==> src/rtl/irq_pend_pkg.sv <==
`timescale 1ns/1ps
package irq_pend_pkg;

  localparam int NSRC   = 4;
  localparam int BIT_RX = 0;
  localparam int BIT_ER = 1;
  localparam int BIT_TX = 2;
  localparam int BIT_MD = 3;

  typedef enum logic [1:0] {
    SEL_PEND = 2'd0,
    SEL_SRC  = 2'd1,
    SEL_MASK = 2'd2,
    SEL_NONE = 2'd3
  } wsel_e;

  // Scale applied to the trigger field for a given channel number.
  function automatic int chan_mult(input int ch);
    case (ch)
      0:       return 32;
      1, 4:    return 8;
      2, 3:    return 2;
      default: return 0;
    endcase
  endfunction

  function automatic int mult_shift(input int m);
    case (m)
      32:      return 5;
      8:       return 3;
      2:       return 1;
      default: return 0;
    endcase
  endfunction

endpackage

==> src/rtl/ipc_tx_trigger.sv <==
`timescale 1ns/1ps
module ipc_tx_trigger
  import irq_pend_pkg::*;
#(
  parameter int CHANNEL = 0,
  parameter int CNT_W   = 8,
  parameter int TRIG_W  = 3
) (
  input  logic              fifo_en,
  input  logic [TRIG_W-1:0] trig,
  input  logic [CNT_W-1:0]  count,
  output logic              tx_req
);

  localparam int MULT  = chan_mult(CHANNEL);
  localparam int SHIFT = mult_shift(MULT);
  localparam int LVL_W = TRIG_W + SHIFT;
  localparam int CMP_W = (LVL_W > CNT_W) ? LVL_W : CNT_W;

  logic [CMP_W-1:0] level;
  logic [CMP_W-1:0] cnt_x;

  // Channel picks the scale at elaboration; a power-of-two scale is a shift.
  generate
    if (MULT == 0) begin : g_zero_level
      assign level = CMP_W'(trig) & {CMP_W{1'b0}};
    end else begin : g_scaled_level
      assign level = CMP_W'(trig) << SHIFT;
    end
  endgenerate

  assign cnt_x  = CMP_W'(count);
  assign tx_req = fifo_en && (cnt_x <= level);

endmodule

==> src/rtl/ipc_src_bits.sv <==
`timescale 1ns/1ps
module ipc_src_bits
  import irq_pend_pkg::*;
(
  input  logic            clk,
  input  logic            rst_n,
  input  logic [NSRC-1:0] set_vec,
  input  logic [NSRC-1:0] clr_vec,
  output logic [NSRC-1:0] q
);

  generate
    for (genvar b = 0; b < NSRC; b++) begin : g_bit
      always_ff @(posedge clk) begin
        if (!rst_n)          q[b] <= 1'b0;
        else if (set_vec[b]) q[b] <= 1'b1;   // set beats clear
        else if (clr_vec[b]) q[b] <= 1'b0;
      end

      assert_set_wins_R10: assert property (@(posedge clk) disable iff (!rst_n)
        set_vec[b] |=> q[b]);

      assert_clear_R4: assert property (@(posedge clk) disable iff (!rst_n)
        (clr_vec[b] && !set_vec[b]) |=> !q[b]);

      assert_hold_R1: assert property (@(posedge clk) disable iff (!rst_n)
        (!set_vec[b] && !clr_vec[b]) |=> (q[b] == $past(q[b])));
    end
  endgenerate

endmodule

==> src/rtl/ipc_mask_reg.sv <==
`timescale 1ns/1ps
module ipc_mask_reg
  import irq_pend_pkg::*;
(
  input  logic            clk,
  input  logic            rst_n,
  input  logic            wr,
  input  logic [NSRC-1:0] d,
  output logic [NSRC-1:0] q
);

  always_ff @(posedge clk) begin
    if (!rst_n)  q <= '0;
    else if (wr) q <= d;
  end

  assert_mask_load_R5: assert property (@(posedge clk) disable iff (!rst_n)
    wr |=> (q == $past(d)));

  assert_mask_hold_R5: assert property (@(posedge clk) disable iff (!rst_n)
    !wr |=> $stable(q));

endmodule

==> src/rtl/irq_pend_ctrl.sv <==
`timescale 1ns/1ps
module irq_pend_ctrl
  import irq_pend_pkg::*;
#(
  parameter int CHANNEL = 0,
  parameter int CNT_W   = 8,
  parameter int TRIG_W  = 3
) (
  input  logic              clk,
  input  logic              rst_n,
  input  logic              evt_rx,
  input  logic              evt_err,
  input  logic              evt_txw,
  input  logic              evt_modem,
  input  logic              fifo_en,
  input  logic [TRIG_W-1:0] tx_trig,
  input  logic [CNT_W-1:0]  tx_count,
  input  logic              wr_en,
  input  logic [1:0]        wr_sel,
  input  logic [NSRC-1:0]   wr_data,
  output logic [NSRC-1:0]   src_pend,
  output logic [NSRC-1:0]   mask,
  output logic [NSRC-1:0]   pend,
  output logic              irq
);

  wsel_e           sel;
  logic            tx_req;
  logic            mask_wr;
  logic [NSRC-1:0] set_vec;
  logic [NSRC-1:0] clr_vec;

  assign sel = wsel_e'(wr_sel);

  ipc_tx_trigger #(
    .CHANNEL (CHANNEL),
    .CNT_W   (CNT_W),
    .TRIG_W  (TRIG_W)
  ) u_trig (
    .fifo_en (fifo_en),
    .trig    (tx_trig),
    .count   (tx_count),
    .tx_req  (tx_req)
  );

  always_comb begin
    set_vec         = '0;
    set_vec[BIT_RX] = evt_rx;
    set_vec[BIT_ER] = evt_err;
    set_vec[BIT_TX] = evt_txw | tx_req;
    set_vec[BIT_MD] = evt_modem;
  end

  // Both the pending view and the source view clear the source bits.
  always_comb begin
    clr_vec = '0;
    if (wr_en && (sel == SEL_PEND || sel == SEL_SRC)) clr_vec = wr_data;
  end

  assign mask_wr = wr_en && (sel == SEL_MASK);

  ipc_src_bits u_src (
    .clk     (clk),
    .rst_n   (rst_n),
    .set_vec (set_vec),
    .clr_vec (clr_vec),
    .q       (src_pend)
  );

  ipc_mask_reg u_mask (
    .clk   (clk),
    .rst_n (rst_n),
    .wr    (mask_wr),
    .d     (wr_data),
    .q     (mask)
  );

  assign pend = src_pend & ~mask;
  assign irq  = |pend;

  // A rising request needs a new set or a mask change one edge before.
  assert_irq_cause_R2: assert property (@(posedge clk) disable iff (!rst_n)
    $rose(irq) |-> $past((|set_vec) || mask_wr));

  // An empty FIFO is at or below every trigger level.
  assert_empty_tx_R7: assert property (@(posedge clk) disable iff (!rst_n)
    (fifo_en && tx_count == '0) |=> src_pend[BIT_TX]);

endmodule

==> config.mk <==
export PLATFORM = sky130hd
export DESIGN_NAME = irq_pend_ctrl
export DESIGN_NICKNAME = d
export VERILOG_FILES = /design/src/rtl/irq_pend_pkg.sv /design/src/rtl/ipc_tx_trigger.sv /design/src/rtl/ipc_src_bits.sv /design/src/rtl/ipc_mask_reg.sv /design/src/rtl/irq_pend_ctrl.sv
export SDC_FILE = /design/constraint.sdc
export NUM_CORES = 1
export LEC_CHECK = 0
export BUFFER_PORTS_ARGS = -buffer_cell sky130_fd_sc_hd__buf_2
export CORE_AREA = 5 5 42 44
export DETAILED_ROUTE_END_ITERATION = 7
export DIE_AREA = 0 0 47 49
export GPL_ROUTABILITY_DRIVEN = 0
export PLACE_DENSITY = 0.7
export RECOVER_POWER = 100
export REMOVE_ABC_BUFFERS = 1
export SLEW_MARGIN = 20
export SYNTH_ARGS = -nofsm -noshare
export SYNTH_HDL_FRONTEND = slang
export SYNTH_SLANG_ARGS = --single-unit
export TNS_END_PERCENT = 1
==> constraint.sdc <==
create_clock -name clk -period 1.5 [get_ports clk]
set_clock_uncertainty 0.15 [all_clocks]
set_input_delay 0.15 -clock clk [delete_from_list [all_inputs] [get_ports clk]]
set_output_delay 0.15 -clock clk [all_outputs]
set_load 0.005 [all_outputs]
==> reports/metrics.csv, run 1 <==
stage;metric;value;unit
global_route;grt_pass1_vias;504;
floorplan;core-area;0.00140;mm^2
cells_and_area;fill_cells;135;
place;dpl.cell_count;98;
routing;drtIter0Drc;2;
synthesis;syn_area;434;um^2
worst_setup_path;r2r_cells;3;
clocking;clock_latency;0.25;ns
cells_and_area;instances_no_fill;110;
routing;firstDrtPassIters;4;
clocking;clockBufferDepth;2;
synthesis;yosysSeqAreaShare;36.9;%
cells_and_area;syn_to_final_growth;72.9;%
synthesis;syn_inst;45;
place;pre_cts_ws;0.126;ns
routing;post-route-drc-count;0;
floorplan;die_w;47;um
clocking;cts_tree;built;
timing;rsz0062_at_grt;yes;
worst_setup_path;path_class;flop to output port;
min_path;hold_start;wr_data[0];
global_route;antenna_found_initial;0;
run;maxCapViolCount;0;
worst_setup_path;timing.rr.start;u_src.q[1];
routing;vias;502;
worst_setup_path;end_kind;output port;
cells_and_area;nets;124;
worst_setup_path;slowest_delay;0.52;ns
routing;vias_per_cell;4.56;
clocking;cts_root_buf;clkbuf_4;
synthesis;ys_seq_elements;8;
min_path;holdPathEnd;u_mask.q[0];
routing;detail-route-antenna-nets;0;
routing;finalWirelength;1.30;mm
power;power_density;723;mW/mm^2
worst_setup_path;cp_max_fo;2;
run_status;status;finished with violations;
global_route;overflow;0;
worst_setup_path;crit_chain;nor2b_4 > or4_4 > buf_6;
power;power.leakage;0.395;nW
floorplan;dieArea;0.00230;mm^2
place;dp_hpwl;1.03;mm
worst_setup_path;slowest_stage;or4_4;
floorplan;initial_utilization;31.0;%
synthesis;syn_area_per_cell;9.65;um^2
floorplan;io_pins;38;
synthesis;ys_warn_count;0;
global_route;grt_usage;12.7;%
run_status;violations;negative setup slack;
worst_setup_path;required;1.20;ns
timing;final_max_slew_viol_count;0;
timing;final_hold_viol_count;0;
timing;slew_headroom;80.0;%
clocking;clk_pin_slew;0.05;ns
clocking;cts_buffers;3;
timing;worst_slew_pin_slew;0.297;ns
timing;finalCritPeriodShare;109;%
cells_and_area;regArea;164;um^2
global_route;grt_max_degree;6;
global_route;grt_pass1_wl;2.06;mm
timing;finalSetupViolCount;1;
floorplan;rows;14;
place;numPortBuffers;37;
worst_setup_path;critPathTopFamily;simple AND/OR/NAND/NOR gates;
worst_setup_path;worstPathArrival;1.33;ns
worst_setup_path;startpoint_type;flop;
worst_setup_path;critPathBufInv;1;
timing;fmax;613;MHz
min_path;hold_path_depth;3;
cells_and_area;antenna_cells;0;
worst_setup_path;r2r-end;u_src.q[1];
timing;finalSetupTns;-0.133;ns
cells_and_area;drive_gt1_share;41.5;%
floorplan;die_h;49;um
worst_setup_path;rrSetupSlack;0.51;ns
cells_and_area;stdcell_area;751;um^2
power;peakVddDrop;0.000513;V
routing;wl_per_cell;11.8;um
min_path;min_path_type;primary input to flop;
timing;setup_slack;-0.133;ns
clocking;clock-sinks;8;
place;placed_area;639;um^2
clocking;htreeDepth;1;
timing;finalCriticalPeriod;1.63;ns
cells_and_area;multiInputGateArea;264;um^2
power;total_power;0.000543;W
synthesis;netlist-cell-type-count;18;
## layout by cell type, fill, tap and decap left out
master / n
inv_1: 4
dlygate4sd3_1: 7
a22oi_1: 1
nor2b_1: 3
o22ai_1: 1
a21oi_1: 2
mux2i_1: 4
or4_4: 1
a21boi_0: 2
dfxtp_1: 5
nor4bb_1: 1
buf_4: 2
nand3b_1: 3
buf_6: 1
nand2_1: 1
nor4b_1: 1
clkbuf_1: 9
buf_2: 27
nor2b_4: 2
a21boi_1: 1
ha_1: 3
clkbuf_4: 3
o21a_1: 3
nor2_1: 4
dfxtp_2: 3
## flip-flops by register name (all words and copies together) (netlist names)
signal / count
u_mask.q: 4
u_src.q: 4
## routing by layer
| layer | up-vias | global-route usage [%] | part of all wire (%) |
|---|---|---|---|
| met3 | 2 | 5.17 | 9.5 |
| met5 | - | 0 | 0 |
| met1 | 219 | 12.0 | 36 |
| met4 | 0 | 6.91 | 1.6 |
| li1 | 260 | - | - |
| met2 | 21 | 21.9 | 53 |
## layout make-up
class	count	share of cell area, %
repair buffers	46	35.3
multi-input cells	33	35.2
flip-flops and latches	8	21.8
clock buffers	3	3.00
well taps	16	2.67
inverters	4	2.00
## what timing repair did
action                                  4_1_cts  5_1_grt
endpoints found under the setup margin        1        1
setup buffers                                 2        0
hold buffers                                  7        0
endpoints found under the hold margin         7        0
pin swaps                                     1        0
gates resized for setup                       5        1
## synth_stat cells
cell type / number / area share, %
a21boi_1: 3 / 5.2
a21oi_1: 2 / 2.3
a22oi_1: 1 / 1.7
dfxtp_1: 8 / 37
ha_1: 3 / 8.6
inv_1: 4 / 3.5
mux2i_1: 4 / 9.2
nand2_1: 1 / 0.86
nand3b_1: 3 / 5.2
nor2_1: 4 / 3.5
nor2b_1: 3 / 4.3
nor2b_2: 1 / 2.0
nor2b_4: 1 / 3.2
nor4b_1: 1 / 2.0
nor4bb_1: 1 / 2.3
o21a_1: 3 / 5.2
o22ai_1: 1 / 1.4
or4_4: 1 / 2.6
## worst min-delay path: cells and delay by family
family	cells	cell delay [ns]
multiplexers	1	0.06
buffers and inverters	1	0.09
AND/OR/NAND/NOR	1	0.08
## worst max path at each step
| stage | startpoint | endpoint | slack, ns | cells past startpoint |
|---|---|---|---|---|
| after floorplan | u_src.q[0] | irq | 0.24 | 2 |
| after global placement | u_src.q[0] | irq | 0.13 | 3 |
| after detailed placement | u_src.q[1] | irq | 0.13 | 3 |
| after CTS | u_src.q[0] | irq | -0.15 | 3 |
| after global routing | u_src.q[0] | irq | -0.16 | 3 |
| final | u_src.q[0] | irq | -0.13 | 3 |
## power by group
group	total, W	switching [W]	leakage (nW)	internal [W]
Sequential	0.000235	0.00000825	0.0672	0.000226
Clock	0.000163	0.0000718	0.0138	0.0000914
Combinational	0.000145	0.0000556	0.314	0.0000893
## through the flow
| stage | hold slack [ns] | util (%) |
|---|---|---|
| global placement | 0.208 | 45.6 |
| CTS | 0.00639 | 54.4 |
| global route | 0.0146 | 53.6 |
| detailed placement | 0.215 | 45.6 |
| floorplan | 0.118 | - |
| finish | 0.0114 | 53.6 |
## logic make-up after synthesis
group / share of synthesized area, %
flip-flops: 36.9
adder cells (fa/ha/maj): 8.65
AND/OR/NAND/NOR: 25.9
multiplexers: 9.22
AO/OA/AOI/OAI: 15.9
buffers and inverters: 3.46
No activity file was read; power rests on OpenSTA's default activity.
==> run 2: changes to the inputs <==
--- a/config.mk
+++ b/config.mk
@@ -5,7 +5,7 @@
 export SDC_FILE = /design/constraint.sdc
 export NUM_CORES = 1
 export LEC_CHECK = 0
-export BUFFER_PORTS_ARGS = -buffer_cell sky130_fd_sc_hd__buf_2
+export BUFFER_PORTS_ARGS = -buffer_cell sky130_fd_sc_hd__buf_4
 export CORE_AREA = 5 5 42 44
 export DETAILED_ROUTE_END_ITERATION = 7
 export DIE_AREA = 0 0 47 49
==> run 2 against run 1 <==
Against the previous run:
- the run still ends with negative setup slack left
- sequential share of layout area fell by 2.5 points
- worst setup slack lost 0.0089 ns
- clock power is essentially flat
- utilization up 7.0 points
- die area is the same
- routed wire length up 5.2%
- first-iteration DRC count rose by 50%
- register-to-register slack about the same
- combinational power grew 21%
- total power is 5.2% higher
==> reports/metrics.csv, run 2 (same netlist as run 1, synthesis figures left out) <==
stage;metric;value;unit;change
run_status;status;finished with violations;;
run_status;violations;negative setup slack;;
floorplan;initial_utilization;31.0;%;unchanged
floorplan;die_w;47;um;unchanged
power;total_power;0.000571;W;+5.2%
timing;fmax;609;MHz;-0.54%
floorplan;core-area;0.00140;mm^2;unchanged
cells_and_area;nets;124;;unchanged
clocking;cts_root_buf;clkbuf_4;;
global_route;overflow;0;;unchanged
clocking;cts_tree;built;;
routing;vias;516;;+2.8%
routing;wl_per_cell;12.4;um;+5.2%
place;placed_area;732;um^2;+14%
cells_and_area;most-common-layout-cells;buf_4 (29), clkbuf_4 (11), dlygate4sd3_1 (7), dfxtp_1 (5);;
cells_and_area;final_common_cell;buf_4;;
cells_and_area;antenna_cells;0;;unchanged
place;dp_hpwl;1.07;mm;+3.9%
worst_setup_path;required;1.20;ns;about the same
routing;drtIter0Drc;3;;+1
worst_setup_path;cp-startpoint;u_src.q[0];;
cells_and_area;stdcell_area;848;um^2;+13%
clocking;clock_latency;0.25;ns;about the same
global_route;grt_usage;14.3;%;+1.6 points
min_path;hold_start;wr_data[3];;
routing;detail-route-antenna-nets;0;;unchanged
min_path;min_path_type;primary input to flop;;
timing;final_hold_viol_count;0;;unchanged
routing;vias_per_cell;4.69;;+2.8%
clocking;htreeDepth;1;;unchanged
floorplan;rows;14;;unchanged
floorplan;io_pins;38;;unchanged
timing;finalSetupViolCount;1;;unchanged
timing;slew_headroom;80.8;%;+0.88 points
global_route;antenna_found_initial;0;;unchanged
run;maxCapViolCount;0;;unchanged
timing;setup_slack;-0.142;ns;-0.00890 ns
cells_and_area;reg.largest.list;u_mask.q: 4 flops, u_src.q: 4 flops;;
power;peakVddDrop;0.000428;V;-17%
cells_and_area;drive_gt1_share;50.0;%;+8.5 points
timing;finalCriticalPeriod;1.64;ns;+0.00890 ns
clocking;cts_buffers;3;;unchanged
cells_and_area;syn_to_final_growth;95.4;%;
global_route;grt_pass1_wl;2.29;mm;+11%
clocking;clock-sinks;8;;unchanged
place;dpl.cell_count;98;;unchanged
routing;post-route-drc-count;0;;unchanged
timing;finalCritPeriodShare;109;%;+0.59 points
floorplan;die_h;49;um;unchanged
power;power_density;673;mW/mm^2;-6.9%
routing;firstDrtPassIters;3;;-1
cells_and_area;instances_no_fill;110;;unchanged
timing;rsz0062_at_grt;yes;;
worst_setup_path;cp_max_fo;2;;unchanged
clocking;clockBufferDepth;2;;unchanged
place;numPortBuffers;37;;unchanged
worst_setup_path;path_class;flop to output port;;
power;power.leakage;0.444;nW;+12%
global_route;grt_pass1_vias;545;;+8.1%
worst_setup_path;timing.rr.start;u_src.q[1];;
floorplan;dieArea;0.00230;mm^2;unchanged
timing;worst_slew_pin_slew;0.284;ns;-0.0131 ns
worst_setup_path;startpoint_type;flop;;
worst_setup_path;end_kind;output port;;
place;pre_cts_ws;0.105;ns;-0.0208 ns
clocking;clk_pin_slew;0.04;ns;about the same
routing;finalWirelength;1.36;mm;+5.2%
global_route;grt_max_degree;6;;unchanged
worst_setup_path;worstPathArrival;1.34;ns;about the same
timing;final_max_slew_viol_count;0;;unchanged
==> run 2: cell types whose count changed in the layout (fill, tap and decap cells not counted) <==
cell      before  now
buf_2         27    0
clkbuf_1       9    1
buf_4          2   29
clkbuf_4       3   11
a21boi_0       2    1
a21boi_1       1    2
==> run 2: worst paths after layout <==
kind | slack (ns) | end | cells after the start
worst max-delay path | -0.14 | irq | 3
worst min register to register | 0.37 | u_mask.q[2] | 2
worst min-delay path | 0.001 | u_mask.q[3] | 3
worst max register to register | 0.51 | u_src.q[1] | 3
==> run 2: cell type report <==
type	count	area [um^2]
Fill cell	127	553
Timing Repair Buffer	46	363
Multi-Input combinational cell	33	264
Sequential cell	8	164
Clock buffer	3	22.5
Tap cell	16	20.0
Inverter	4	15.0
==> run 2: through the flow <==
stage,utilization (%),hold slack [ns],TNS (ns)
2_1_floorplan,-,0.118,0
3_3_place_gp,52.2,0.210,0
3_5_place_dp,52.2,0.214,0
4_1_cts,60.9,0.0000310,-0.146
5_1_grt,60.5,0.0334,-0.173
6_report,60.5,0.00150,-0.142
==> run 2: where the power goes <==
part           leakage [nW]  switching, W  internal, W  total [W]
clock network        0.0138     0.0000690    0.0000912   0.000160
logic                 0.363     0.0000561     0.000120   0.000176
registers            0.0672    0.00000857     0.000227   0.000235
total                 0.444      0.000134     0.000437   0.000571
==> run 2: layer usage <==
layer / vias to the layer above / track usage, % / share of wire (%)
met5: - / 0 / 0
met1: 224 / 14.4 / 36
met3: 7 / 5.54 / 8.0
li1: 261 / - / -
met4: 0 / 11.5 / 4.6
met2: 24 / 21.9 / 52
==> run 2: worst max-delay path: stages (launching register included) <==
cell     delay (ns)
dfxtp_2        0.32
nor2b_4        0.12
or4_4          0.52
buf_6          0.13
==> run 2: what timing repair did <==
item / in CTS / in global routing
endpoints found under the hold margin: 6 / 0
setup endpoints to repair: 1 / 1
hold buffers: 7 / 0
gates resized for setup: 6 / 0
buffers inserted: 2 / 0
pin swaps: 1 / 0
